File: src/rtl/dbuf_dma_pkg.sv
package dbuf_dma_pkg;
  localparam int ST_RUN     = 0;
  localparam int ST_IE      = 1;
  localparam int ST_ERR     = 2;
  localparam int ST_DONE_A  = 3;
  localparam int ST_START_A = 4;
  localparam int ST_DONE_B  = 5;
  localparam int ST_START_B = 6;
  localparam int ST_BIU     = 7;
  localparam int STW        = 8;

  typedef enum logic [1:0] {
    ENG_IDLE = 2'd0,
    ENG_DEV  = 2'd1,
    ENG_MEM  = 2'd2
  } eng_state_t;
endpackage

File: src/rtl/dbuf_dma_status.sv
module dbuf_dma_status
  import dbuf_dma_pkg::*;
(
  input  logic           clk,
  input  logic           rst_n,
  input  logic           set_we,
  input  logic [STW-1:0] set_data,
  input  logic           clr_we,
  input  logic [STW-1:0] clr_data,
  input  logic           ev_fire,
  input  logic           ev_ok,
  input  logic           ev_sel,
  output logic [STW-1:0] sts_q
);
  logic [STW-1:0] nxt;

  always_comb begin
    nxt = sts_q;
    if (set_we) nxt = nxt | set_data;
    if (clr_we) nxt = nxt & ~clr_data;
    if (ev_fire) begin
      if (ev_sel) begin
        nxt[ST_START_B] = 1'b0;
        if (ev_ok) nxt[ST_DONE_B] = 1'b1;
      end else begin
        nxt[ST_START_A] = 1'b0;
        if (ev_ok) nxt[ST_DONE_A] = 1'b1;
      end
      if (!ev_ok) nxt[ST_ERR] = 1'b1;
      nxt[ST_BIU] = ~ev_sel;
    end
  end

  always_ff @(posedge clk or negedge rst_n) begin
    if (!rst_n) sts_q <= '0;
    else        sts_q <= nxt;
  end
endmodule

File: src/rtl/dbuf_dma_desc.sv
module dbuf_dma_desc #(
  parameter int AW = 32,
  parameter int CW = 16
) (
  input  logic                 clk,
  input  logic                 rst_n,
  input  logic                 wr_en,
  input  logic                 wr_sel,
  input  logic [AW-1:0]        wr_addr,
  input  logic [CW-1:0]        wr_cnt,
  input  logic                 adv_en,
  input  logic                 adv_sel,
  input  logic [1:0]           adv_step,
  output logic [1:0][AW-1:0]   addr_q,
  output logic [1:0][CW-1:0]   cnt_q
);
  localparam int NBUF = 2;

  for (genvar g = 0; g < NBUF; g++) begin : g_buf
    always_ff @(posedge clk or negedge rst_n) begin
      if (!rst_n) begin
        addr_q[g] <= '0;
        cnt_q[g]  <= '0;
      end else if (wr_en && (wr_sel == 1'(g))) begin
        addr_q[g] <= wr_addr;
        cnt_q[g]  <= wr_cnt;
      end else if (adv_en && (adv_sel == 1'(g))) begin
        addr_q[g] <= addr_q[g] + AW'(adv_step);
        cnt_q[g]  <= cnt_q[g] - CW'(adv_step);
      end
    end
  end
endmodule

File: src/rtl/dbuf_dma_engine.sv
module dbuf_dma_engine
  import dbuf_dma_pkg::*;
#(
  parameter int AW = 32,
  parameter int CW = 16   // at least 9 so a full 256-byte buffer fits
) (
  input  logic               clk,
  input  logic               rst_n,
  input  logic               run,
  input  logic               start_a,
  input  logic               start_b,
  input  logic               biu,
  input  logic               halfw,
  input  logic               burst8,
  input  logic [1:0][AW-1:0] buf_addr,
  input  logic [1:0][CW-1:0] buf_cnt,
  input  logic               dev_ready,
  input  logic               mem_ready,
  input  logic               mem_fault,
  output logic               dev_valid,
  output logic               mem_valid,
  output logic [AW-1:0]      mem_addr,
  output logic               mem_size,
  output logic               adv_en,
  output logic [1:0]         adv_step,
  output logic               ev_fire,
  output logic               ev_ok,
  output logic               ev_sel
);
  localparam int SW   = CW + 1;
  localparam int PAGE = 256;

  eng_state_t st;
  logic       cur, hold;
  logic [3:0] units;

  logic          sel, armed, go, over, last, dev_hs, mem_hs;
  logic [CW-1:0] cnt_sel, unit;
  logic [AW-1:0] addr_sel;
  logic [1:0]    step;
  logic [SW-1:0] span;

  always_comb begin
    sel      = (st == ENG_IDLE) ? biu : cur;
    armed    = sel ? start_b : start_a;
    cnt_sel  = buf_cnt[sel];
    addr_sel = buf_addr[sel];
    unit     = halfw ? CW'(2) : CW'(1);
    step     = (cnt_sel < unit) ? 2'd1 : (halfw ? 2'd2 : 2'd1);
    span     = SW'(addr_sel[7:0]) + SW'(cnt_sel);
    over     = span > SW'(PAGE);
    go       = hold | (run & armed);
    dev_valid = (st == ENG_DEV) && go;
    mem_valid = (st == ENG_MEM) && go;
    dev_hs   = dev_valid && dev_ready;
    mem_hs   = mem_valid && mem_ready;
    last     = cnt_sel == CW'(step);
    mem_addr = addr_sel;
    mem_size = step == 2'd2;
    adv_en   = mem_hs && !mem_fault;
    adv_step = step;
    ev_sel   = sel;
    ev_fire  = 1'b0;
    ev_ok    = 1'b0;
    if (st == ENG_IDLE && run && armed) begin
      if (over) begin
        ev_fire = 1'b1;
      end else if (cnt_sel == '0) begin
        ev_fire = 1'b1;
        ev_ok   = 1'b1;
      end
    end
    if (mem_hs) begin
      if (mem_fault) begin
        ev_fire = 1'b1;
      end else if (last) begin
        ev_fire = 1'b1;
        ev_ok   = 1'b1;
      end
    end
  end

  always_ff @(posedge clk or negedge rst_n) begin
    if (!rst_n) begin
      st    <= ENG_IDLE;
      cur   <= 1'b0;
      hold  <= 1'b0;
      units <= '0;
    end else begin
      hold <= (dev_valid && !dev_ready) || (mem_valid && !mem_ready);
      unique case (st)
        ENG_IDLE: begin
          if (run && armed && !over && cnt_sel != '0) begin
            st  <= ENG_DEV;
            cur <= sel;
          end
        end
        ENG_DEV: begin
          if (dev_hs) begin
            st    <= ENG_MEM;
            units <= burst8 ? 4'd8 : 4'd4;
          end else if (!go && !armed) begin
            st <= ENG_IDLE;
          end
        end
        ENG_MEM: begin
          if (mem_hs) begin
            if (mem_fault || last) st <= ENG_IDLE;
            else if (units == 4'd1) st <= ENG_DEV;
            else units <= units - 4'd1;
          end else if (!go && !armed) begin
            st <= ENG_IDLE;
          end
        end
        default: st <= ENG_IDLE;
      endcase
    end
  end
endmodule

File: src/rtl/dbuf_dma_chan.sv
module dbuf_dma_chan
  import dbuf_dma_pkg::*;
#(
  parameter int AW = 32,
  parameter int CW = 16
) (
  input  logic          clk,
  input  logic          rst_n,
  input  logic          sts_set_we,
  input  logic [7:0]    sts_set_data,
  input  logic          sts_clr_we,
  input  logic [7:0]    sts_clr_data,
  output logic [7:0]    sts_q,
  input  logic          cfg_we,
  input  logic [31:0]   cfg_wdata,
  output logic [31:0]   cfg_q,
  input  logic          desc_we,
  input  logic          desc_sel,
  input  logic [AW-1:0] desc_addr,
  input  logic [CW-1:0] desc_count,
  output logic [CW-1:0] count_a,
  output logic [CW-1:0] count_b,
  output logic          dev_req_valid,
  input  logic          dev_req_ready,
  output logic [23:0]   dev_req_addr,
  output logic [3:0]    dev_req_sel,
  output logic [3:0]    dev_req_units,
  output logic          dev_req_bigend,
  output logic          mem_req_valid,
  input  logic          mem_req_ready,
  output logic [AW-1:0] mem_req_addr,
  output logic          mem_req_size,
  input  logic          mem_fault,
  output logic          irq
);
  logic [1:0][AW-1:0] buf_addr;
  logic [1:0][CW-1:0] buf_cnt;
  logic               adv_en, ev_fire, ev_ok, ev_sel;
  logic [1:0]         adv_step;

  always_ff @(posedge clk or negedge rst_n) begin
    if (!rst_n)      cfg_q <= '0;
    else if (cfg_we) cfg_q <= cfg_wdata;
  end

  dbuf_dma_status i_status (
    .clk, .rst_n,
    .set_we(sts_set_we), .set_data(sts_set_data),
    .clr_we(sts_clr_we), .clr_data(sts_clr_data),
    .ev_fire, .ev_ok, .ev_sel,
    .sts_q
  );

  dbuf_dma_desc #(.AW(AW), .CW(CW)) i_desc (
    .clk, .rst_n,
    .wr_en(desc_we), .wr_sel(desc_sel), .wr_addr(desc_addr), .wr_cnt(desc_count),
    .adv_en, .adv_sel(ev_sel), .adv_step,
    .addr_q(buf_addr), .cnt_q(buf_cnt)
  );

  dbuf_dma_engine #(.AW(AW), .CW(CW)) i_engine (
    .clk, .rst_n,
    .run(sts_q[ST_RUN]), .start_a(sts_q[ST_START_A]), .start_b(sts_q[ST_START_B]),
    .biu(sts_q[ST_BIU]), .halfw(cfg_q[3]), .burst8(cfg_q[2]),
    .buf_addr, .buf_cnt,
    .dev_ready(dev_req_ready), .mem_ready(mem_req_ready), .mem_fault,
    .dev_valid(dev_req_valid), .mem_valid(mem_req_valid),
    .mem_addr(mem_req_addr), .mem_size(mem_req_size),
    .adv_en, .adv_step, .ev_fire, .ev_ok, .ev_sel
  );

  assign count_a        = buf_cnt[0];
  assign count_b        = buf_cnt[1];
  assign dev_req_addr   = cfg_q[31:8];
  assign dev_req_sel    = cfg_q[7:4];
  assign dev_req_units  = cfg_q[2] ? 4'd8 : 4'd4;
  assign dev_req_bigend = cfg_q[1];
  assign irq = sts_q[ST_IE] &
               (sts_q[ST_DONE_A] | sts_q[ST_DONE_B] | sts_q[ST_ERR]);
endmodule

File: config.mk
export PLATFORM = sky130hd
export DESIGN_NAME = dbuf_dma_chan
export DESIGN_NICKNAME = d
export VERILOG_FILES = /design/src/rtl/dbuf_dma_pkg.sv /design/src/rtl/dbuf_dma_status.sv /design/src/rtl/dbuf_dma_desc.sv /design/src/rtl/dbuf_dma_engine.sv /design/src/rtl/dbuf_dma_chan.sv
export SDC_FILE = /design/constraint.sdc
export NUM_CORES = 1
export LEC_CHECK = 0
export ABC_AREA = 0
export BUFFER_PORTS_ARGS = -buffer_cell sky130_fd_sc_hd__buf_2
export CAP_MARGIN = 40
export CORE_MARGIN = 2
export CORE_UTILIZATION = 40
export DETAILED_ROUTE_END_ITERATION = 6
export HOLD_SLACK_MARGIN = 0.08
export PLACE_DENSITY = 0.73
export SYNTH_ARGS = -nofsm -noshare
export SYNTH_HDL_FRONTEND = slang
export SYNTH_SLANG_ARGS = --single-unit
File: constraint.sdc
create_clock -name clk -period 5.35 [get_ports clk]
set_input_delay 0.2675 -clock clk [delete_from_list [all_inputs] [get_ports clk]]
set_output_delay 0.2675 -clock clk [all_outputs]
set_load 0.01 [all_outputs]
* Word-level counts from Yosys, hierarchy flattened
Cells that the tools add are included.
** Operators by class
- Add/sub/neg operators :: 6
- Multipliers :: 0
- Div/mod/pow operators :: 0
- Magnitude comparators :: 3
- Equality and inequality tests :: 11
- Shift operators :: 0
- Muxes and demuxes :: 49
- Bitwise logic cells :: 10
- Reductions and logical operators :: 34
** Operators with widths (count)
- 32-bit two-way mux :: 6
- 16-bit two-way mux :: 6
- 32-bit by 2-bit adder with 32-bit output :: 2
- 16-bit by 2-bit subtractor with 16-bit output :: 2
- 2-bit two-way mux :: 11
- 4-bit two-way mux :: 5
- 8-bit by 16-bit adder with 17-bit output :: 1
- 17-bit by 9-bit > comparator with 1-bit output, second input constant :: 1
- 1-bit logical AND :: 17
- 16-bit by 2-bit == test with 1-bit output :: 1
- 16-bit zero test :: 1
- 16-bit < comparator :: 1
- 1-bit two-way mux :: 16
- 8-bit two-way mux :: 2
- 16-bit nonzero test :: 1
- 8-bit AND :: 1
- 8-bit inverter :: 1
- 8-bit bitwise OR :: 1
- 4-bit case mux with 2 select lines :: 1
- 1-bit zero test :: 6
- 6-bit two-way mux :: 1
- 2-bit != test, second input constant :: 3
- 2-bit case mux with 3 select lines :: 1
- 2-bit nonzero test :: 3
- other kinds (14) :: 22
** Storage, ports and cells
- Flip-flop bits (word level) :: 144
- Bits in latches :: 0
- Memory bits (writable) :: 0
- Bits in read-only memories :: 0
- Input bits :: 106
- Output and inout port bits :: 141
- Logic and storage cells :: 123
- Memories kept :: 0

* Longest topological paths before layout
- Word-level depth :: 14
- Gate-level depth with buffers :: 20
- Gate-level depth less buffers :: 16

* Cells and area by module
From an unflattened synthesis, not the netlist that was laid out.
** Second synthesis, totals
- Cells, all modules :: 1137
- Area, all modules :: 9840.7 sq um
** Modules (own cells, without submodules)
- dbuf_dma_desc :: times used 1, cells an instance 653, area each 5681.7 sq um, sequential area each 2402.3 sq um
- dbuf_dma_engine :: times used 1, cells an instance 349, area each 2212.1 sq um, sequential area each 200.2 sq um
- dbuf_dma_chan :: times used 1, cells an instance 103, area each 1601.5 sq um, sequential area each 800.8 sq um
- dbuf_dma_status :: times used 1, cells an instance 32, area each 345.3 sq um, sequential area each 200.2 sq um

* Least setup slack after synthesis
Ideal clock, no wire load.
- Kind :: reg-to-reg
- Start :: reg i_desc.cnt_q[8] in the netlist's numbering
- End :: reg i_desc.addr_q[61] in the netlist's numbering
- Setup time :: 0.083 ns
- Arrival :: 4.799 ns
- Data required time :: 5.267 ns
- Setup slack :: 0.468 ns
- Cell stages (with the launch flop) :: 17
- Path buffers :: 2
- Period minus slack after synthesis :: 4.882 ns
- Cell sequence :: dfrtp_1 clkbuf_1 or3_1 or4_1 nor3_1 a31oi_1 o31ai_1 inv_1 ha_1 a21o_1 nand3_1 or3_1 clkbuf_1 nor3_2 nand3_1 xor2_1 o21ai_0
** On the way
- Longest elaborated chain between the ends :: 7
** RTL lines
- start, declared :: line dbuf_dma_desc.sv:15 : output logic [1:0][CW-1:0] cnt_q
- start signal, assigned by index :: line dbuf_dma_desc.sv:26 : cnt_q[g] <= wr_cnt;
- start signal, assigned by index :: line dbuf_dma_desc.sv:29 : cnt_q[g] <= cnt_q[g] - CW'(adv_step);
- 16-bit two-way mux (not written as such) (2 in series) :: line dbuf_dma_engine.sv:46 : cnt_sel = buf_cnt[sel];
- 16-bit < comparator :: line dbuf_dma_engine.sv:49 : step = (cnt_sel < unit) ? 2'd1 : (halfw ? 2'd2 : 2'd1);
- 2-bit two-way mux :: line dbuf_dma_engine.sv:49
- 32-bit by 2-bit adder with 32-bit output :: line dbuf_dma_desc.sv:28 : addr_q[g] <= addr_q[g] + AW'(adv_step);
- 32-bit two-way mux :: line dbuf_dma_desc.sv:27 : end else if (adv_en && (adv_sel == 1'(g))) begin
- 32-bit two-way mux :: line dbuf_dma_desc.sv:24 : end else if (wr_en && (wr_sel == 1'(g))) begin
- end signal, assigned by index :: line dbuf_dma_desc.sv:25 : addr_q[g] <= wr_addr;
- end signal, assigned by index :: line dbuf_dma_desc.sv:28
- end, declared :: line dbuf_dma_desc.sv:14 : output logic [1:0][AW-1:0] addr_q,
No other way between the ends. The select of a mux whose other input is x is not followed.
A chain may end at the register's enable or synchronous reset.

* Worst setup path in the final report
- Start :: reg i_engine.st[0]
- End :: reg i_status.sts_q[7]
** On the way
- Longest elaborated chain between the ends :: 12
- Elaborated cells on any way between the ends :: 28
- Those cells by class :: add/sub (1); order compare (2); eq/ne (2); mux (14); bitwise (3); reduce/logical (6)
** RTL lines
- start, declared :: line dbuf_dma_engine.sv:33 : eng_state_t st;
- start signal, assigned :: line dbuf_dma_engine.sv:85 : st <= ENG_IDLE;
- start signal, assigned :: line dbuf_dma_engine.sv:94 : st <= ENG_DEV;
- start signal, assigned :: line dbuf_dma_engine.sv:100 : st <= ENG_MEM;
- 2-bit zero test :: line dbuf_dma_engine.sv:44, dbuf_dma_engine.sv:65
- 1-bit two-way mux :: line dbuf_dma_engine.sv:44 : sel = (st == ENG_IDLE) ? biu : cur;
- 32-bit two-way mux (not written as such) / 16-bit two-way mux (equally long branches) (2 in series) :: line dbuf_dma_engine.sv:47, dbuf_dma_engine.sv:46
- 8-bit by 16-bit adder with 17-bit output / 16-bit zero test (equally long branches) :: line dbuf_dma_engine.sv:50, dbuf_dma_engine.sv:68
- 17-bit by 9-bit > comparator with 1-bit output / 1-bit two-way mux (equally long branches) :: line dbuf_dma_engine.sv:51, dbuf_dma_engine.sv:68
- 1-bit two-way mux :: line dbuf_dma_engine.sv:66 : if (over) begin
- 1-bit two-way mux :: line dbuf_dma_engine.sv:65 : if (st == ENG_IDLE && run && armed) begin
- 1-bit two-way mux :: line dbuf_dma_engine.sv:76 : end else if (last) begin
- 1-bit two-way mux :: line dbuf_dma_engine.sv:74 : if (mem_fault) begin
- 1-bit two-way mux :: line dbuf_dma_engine.sv:73 : if (mem_hs) begin
- 6-bit two-way mux * :: line dbuf_dma_status.sv:21 : if (ev_fire) begin
- named net i_status.nxt[7] :: line dbuf_dma_status.sv:15 : logic [STW-1:0] nxt;
- end signal, assigned :: line dbuf_dma_status.sv:36 : else sts_q <= nxt;
- end, declared :: line dbuf_dma_status.sv:13 : output logic [STW-1:0] sts_q
The timed path passes the listed nets; every way through them passes the cells marked *. The select of a mux whose other input is x is not followed.

==> out/summary.md <==
The switching share of power works out to 41.48%. The final critical-path share of the clock period was 86.83%; the count of cells along the worst register-to-register path was 16. The tools report the aggregate global-route resource usage as 23.60%. The flow ran to the end, and the final reports show no timing, DRC or antenna violations. The combinational share of power was 42.2%. The residual overflow from global routing was 0; the final routed DRC violation total was 0. The tool flagged a number of max-cap violations equal to 0. The tools report the number of buffers added for setup after CTS as 0.

The number of vias per cell came out at 5.327. Leaving out fill and tap cells, the most frequent cells in the layout are sky130_fd_sc_hd__nand2_1, sky130_fd_sc_hd__buf_2, sky130_fd_sc_hd__dfrtp_1. The clock net in this run drives a total of 144 sinks. The endpoint of the worst register-to-register path is i_status.sts_q[7]. TritonCTS built the clock tree. The internal cell power came out at 0.002634 W. The H-tree was split into 4 levels. Power comes to 0.004502 W.

The logs give 1470 for the post-layout net count and 32.1% for the fraction of power consumed by sequential logic. The fraction of power consumed by the clock network was 25.7%; the number of iterations in the first detailed-routing pass was 5. Data on the critical path arrives at its endpoint at 4960 ps. The tools report the effective utilization at floorplan as 40.71%. The number of failing setup endpoints in the final timing report is 0, and the synthesis-stage register bit count is 144.

The tools report the largest voltage drop on the vdd net as 204.4 µV. The clock transition at the register clock pins on the worst setup and hold paths after CTS came out at 70 ps. Timing would allow up to 215.3 MHz.

The path class of the tightest hold or removal check is input port to flop. The vertical extent of the die works out to 155.8 µm. For the final routed database, the setup TNS stands at 0 ps. In this run the tool buffered the top-level ports with 244 buffer cells. The most critical setup path has its endpoint at i_status.sts_q[7]. The weighted congestion reported at the end of routability-driven placement was 0.9380. The first routing iteration left 647 violations. For this run, the leading register cell type out of synthesis is sky130_fd_sc_hd__dfrtp_1. The transition time at the pin with the least slew margin works out to 858.2 ps. The yosys synthesis warning count came out at 0. After detailed routing, the average wire length per cell comes to 17.35 µm.

The fraction of layout instances using a drive strength above 1 came out at 26.00%. Number of standard-cell rows in the floorplan: 55. The run gives 0 as the number of antenna repair diodes. Summed over all cells, the static leakage comes to 5.315 nW. The run gives 700 ps as the setup slack of the most critical reg-to-reg path. Yosys mapped the design onto 78 distinct sky130hd cell types.

STA puts the critical path data required time at 5660 ps. After floorplanning, the core was sized to cover 22640 µm². The number of global-route vias before repair was 8538; the average footprint of a synthesized cell was 8.510 µm². In this run the horizontal extent of the chip is 155.8 µm.

The run gives 0.001867 W as the switching component of the power. The logs give 0 for the total count of max-transition violations in the final report and 430 ps for the clock insertion delay at the later pin of the skew report. The worst register-to-register path begins at i_engine.st[0]. The die covers 24270 µm². After synthesis, flip-flops and latches occupy 39.10% of the total area.

The initial antenna violation count was 0; the number of clock buffers inserted by TritonCTS was 17. STA classifies the critical path endpoint as a flop. The run gives 0 as the hold violation total from the final report. Entering global routing, the biggest net connects 97 pins.

Synthesis handed over a netlist of 1083 instances. Buffer type at the clock tree root: sky130_fd_sc_hd__clkbuf_16. The worst setup path is launched from a flop. Counting flops with a built-in enable in the synthesized netlist gives 0. Total power per unit cell area: 384.3 nW/µm².

The worst pin sits at a relative slew slack of 42.79%. The count of pins on the block boundary is 247. After layout, the minimum clock period comes to 4646 ps. In this run the worst path has a maximum fanout of 28.

The routed layout has 8731 vias. The post-cts resize count is 0. The routed design has 28430 µm of wire. The tools report the half-perimeter wire length of the detailed placement result as 20490 µm. The logs give 9216 µm² for the synthesized cell area and 73 for the number of hold buffers added after cts. Across the routed clock network, the largest skew measured is 17.23 ps. The layout overhead on the synthesized area came out at 27.11%.

For this run, asynchronously set or reset flops after synthesis account for 100.0%. For the number of routed nets with antenna violations, the log shows 0. The library cell used most frequently in the layout, excluding fill and tap cells, is sky130_fd_sc_hd__nand2_1.

Setup repair after global routing left no endpoint under its margin. Counting along the longest clock path gives a buffer depth of 2. The path type of the worst setup path is flop to flop. The first global-routing pass estimated 45130 µm of wire. The tools report the timing startpoint of the critical path as i_engine.st[0].
## state kept, by name (all words and copies together), names as in the netlist
signal and flops:
i_desc.addr_q 64, cfg_q 32, i_desc.cnt_q 32, i_status.sts_q 8
i_engine.units 4, i_engine.st 2, i_engine.cur 1, i_engine.hold 1
## logic make-up after synthesis
| logic type | count (synthesis) | share of synthesized area (%) |
|---|---|---|
| and+or+nand+nor | 451 | 23.16 |
| AOI/OAI and AO/OA | 215 | 14.08 |
| DFF | 144 | 39.10 |
| buffers and inverters | 119 | 6.747 |
| xor gates and xnor gates | 91 | 8.648 |
| muxes | 39 | 4.697 |
| adders and majority gates | 23 | 3.530 |
| other | 1 | 0.04069 |
## final cells by class
type	count	area [µm²]
Clock buffer	17	425.4
Timing Repair Buffer	329	2081
Inverter	28	105.1
Clock inverter	15	132.6
Tap cell	285	356.6
Fill cell	2081	10930
Multi-Input combinational cell	821	5011
Sequential cell	144	3603
## Yosys cell counts, drive strengths merged, types with 2 or more instances
| master | count | area share, % |
|---|---|---|
| nand3 | 26 | 1.4 |
| nand2 | 257 | 11 |
| nand2b | 8 | 0.54 |
| nor2b | 7 | 0.48 |
| xnor2 | 39 | 3.7 |
| dfrtp | 144 | 39 |
| or3 | 8 | 0.60 |
| a2111oi | 2 | 0.46 |
| ha | 18 | 2.4 |
| buf | 56 | 4.2 |
| nand4b | 2 | 0.19 |
| a211o | 2 | 0.19 |
| and3b | 2 | 0.19 |
| and4 | 2 | 0.19 |
| nand4bb | 2 | 0.30 |
| xor2 | 52 | 4.9 |
| a21oi | 36 | 2.0 |
| and3 | 13 | 0.88 |
| a221oi | 4 | 0.52 |
| and2 | 3 | 0.20 |
| a31oi | 7 | 0.48 |
| nor2 | 48 | 2.0 |
| o31ai | 7 | 0.62 |
| o221ai | 3 | 0.29 |
| o211a | 2 | 0.22 |
| nand4 | 10 | 0.75 |
| nor3b | 4 | 0.38 |
| mux2 | 31 | 3.8 |
| mux2i | 8 | 0.87 |
| o21ai | 124 | 6.8 |
| fa | 5 | 1.1 |
| or4 | 9 | 0.81 |
| nor4 | 13 | 1.2 |
| nand3b | 2 | 0.16 |
| clkbuf | 35 | 1.4 |
| a211oi | 2 | 0.16 |
| or2 | 5 | 0.34 |
| a21o | 9 | 0.73 |
| nor3 | 28 | 1.8 |
| o21a | 4 | 0.33 |
| inv | 28 | 1.1 |
## power groups by stage
stage | clock [W] | combinational (W) | sequential [W]
after CTS | 0.00118 | 0.00189 | 0.00144
after floorplan | 0 | 0.00127 | 0.00142
after global routing | 0.00123 | 0.00210 | 0.00147
after detailed placement | 0 | 0.00184 | 0.00146
after global placement | 0 | 0.00183 | 0.00145
final | 0.00116 | 0.00190 | 0.00145
## critical path: stages, from the launching register on
cell,delay (ps)
sky130_fd_sc_hd__dfrtp_1,510
sky130_fd_sc_hd__or3b_4,480
sky130_fd_sc_hd__nand2_4,280
sky130_fd_sc_hd__nand2_1,90
sky130_fd_sc_hd__nand2_1,100
sky130_fd_sc_hd__ha_1,200
sky130_fd_sc_hd__inv_1,60
sky130_fd_sc_hd__fa_1,390
sky130_fd_sc_hd__and2b_1,270
sky130_fd_sc_hd__o21ai_0,90
sky130_fd_sc_hd__a211oi_1,400
sky130_fd_sc_hd__o41ai_2,210
sky130_fd_sc_hd__or2_2,320
sky130_fd_sc_hd__a221oi_1,300
sky130_fd_sc_hd__nand4_2,210
sky130_fd_sc_hd__a21bo_2,300
sky130_fd_sc_hd__mux2_4,300
## metal layers
layer	vias up	track usage (%)	part of all wire, %
li1	4169	-	-
met1	4152	29.81	42
met2	364	39.97	48
met3	46	4.778	6.4
met4	0	8.825	2.8
met5	-	0	0
## worst min path at each step
stage | start | end | cells after the start
final | desc_addr[1] | i_desc.addr_q[33] | 3
after global routing | cfg_wdata[8] | cfg_q[8] | 2
after CTS | desc_addr[1] | i_desc.addr_q[33] | 3
after detailed placement | rst_n | cfg_q[31] | 1
after global placement | rst_n | i_status.sts_q[1] | 1
after floorplan | rst_n | cfg_q[0] | 0
## per-stage QoR
step	instances	hold WS (ps)	worst slack (ps)	utilization [%]	cell area [µm²]
after CTS	1639	81.15	699.4	51.74	11720
final	1639	82.60	704.4	51.74	11720
after global routing	1639	90.35	353.9	51.74	11720
after global placement	1533	419.0	811.1	45.93	10400
after floorplan	1084	-28.09	468.1	-	9220
after detailed placement	1534	63.79	725.1	46.05	10430
(Power assumes the default switching activity.)
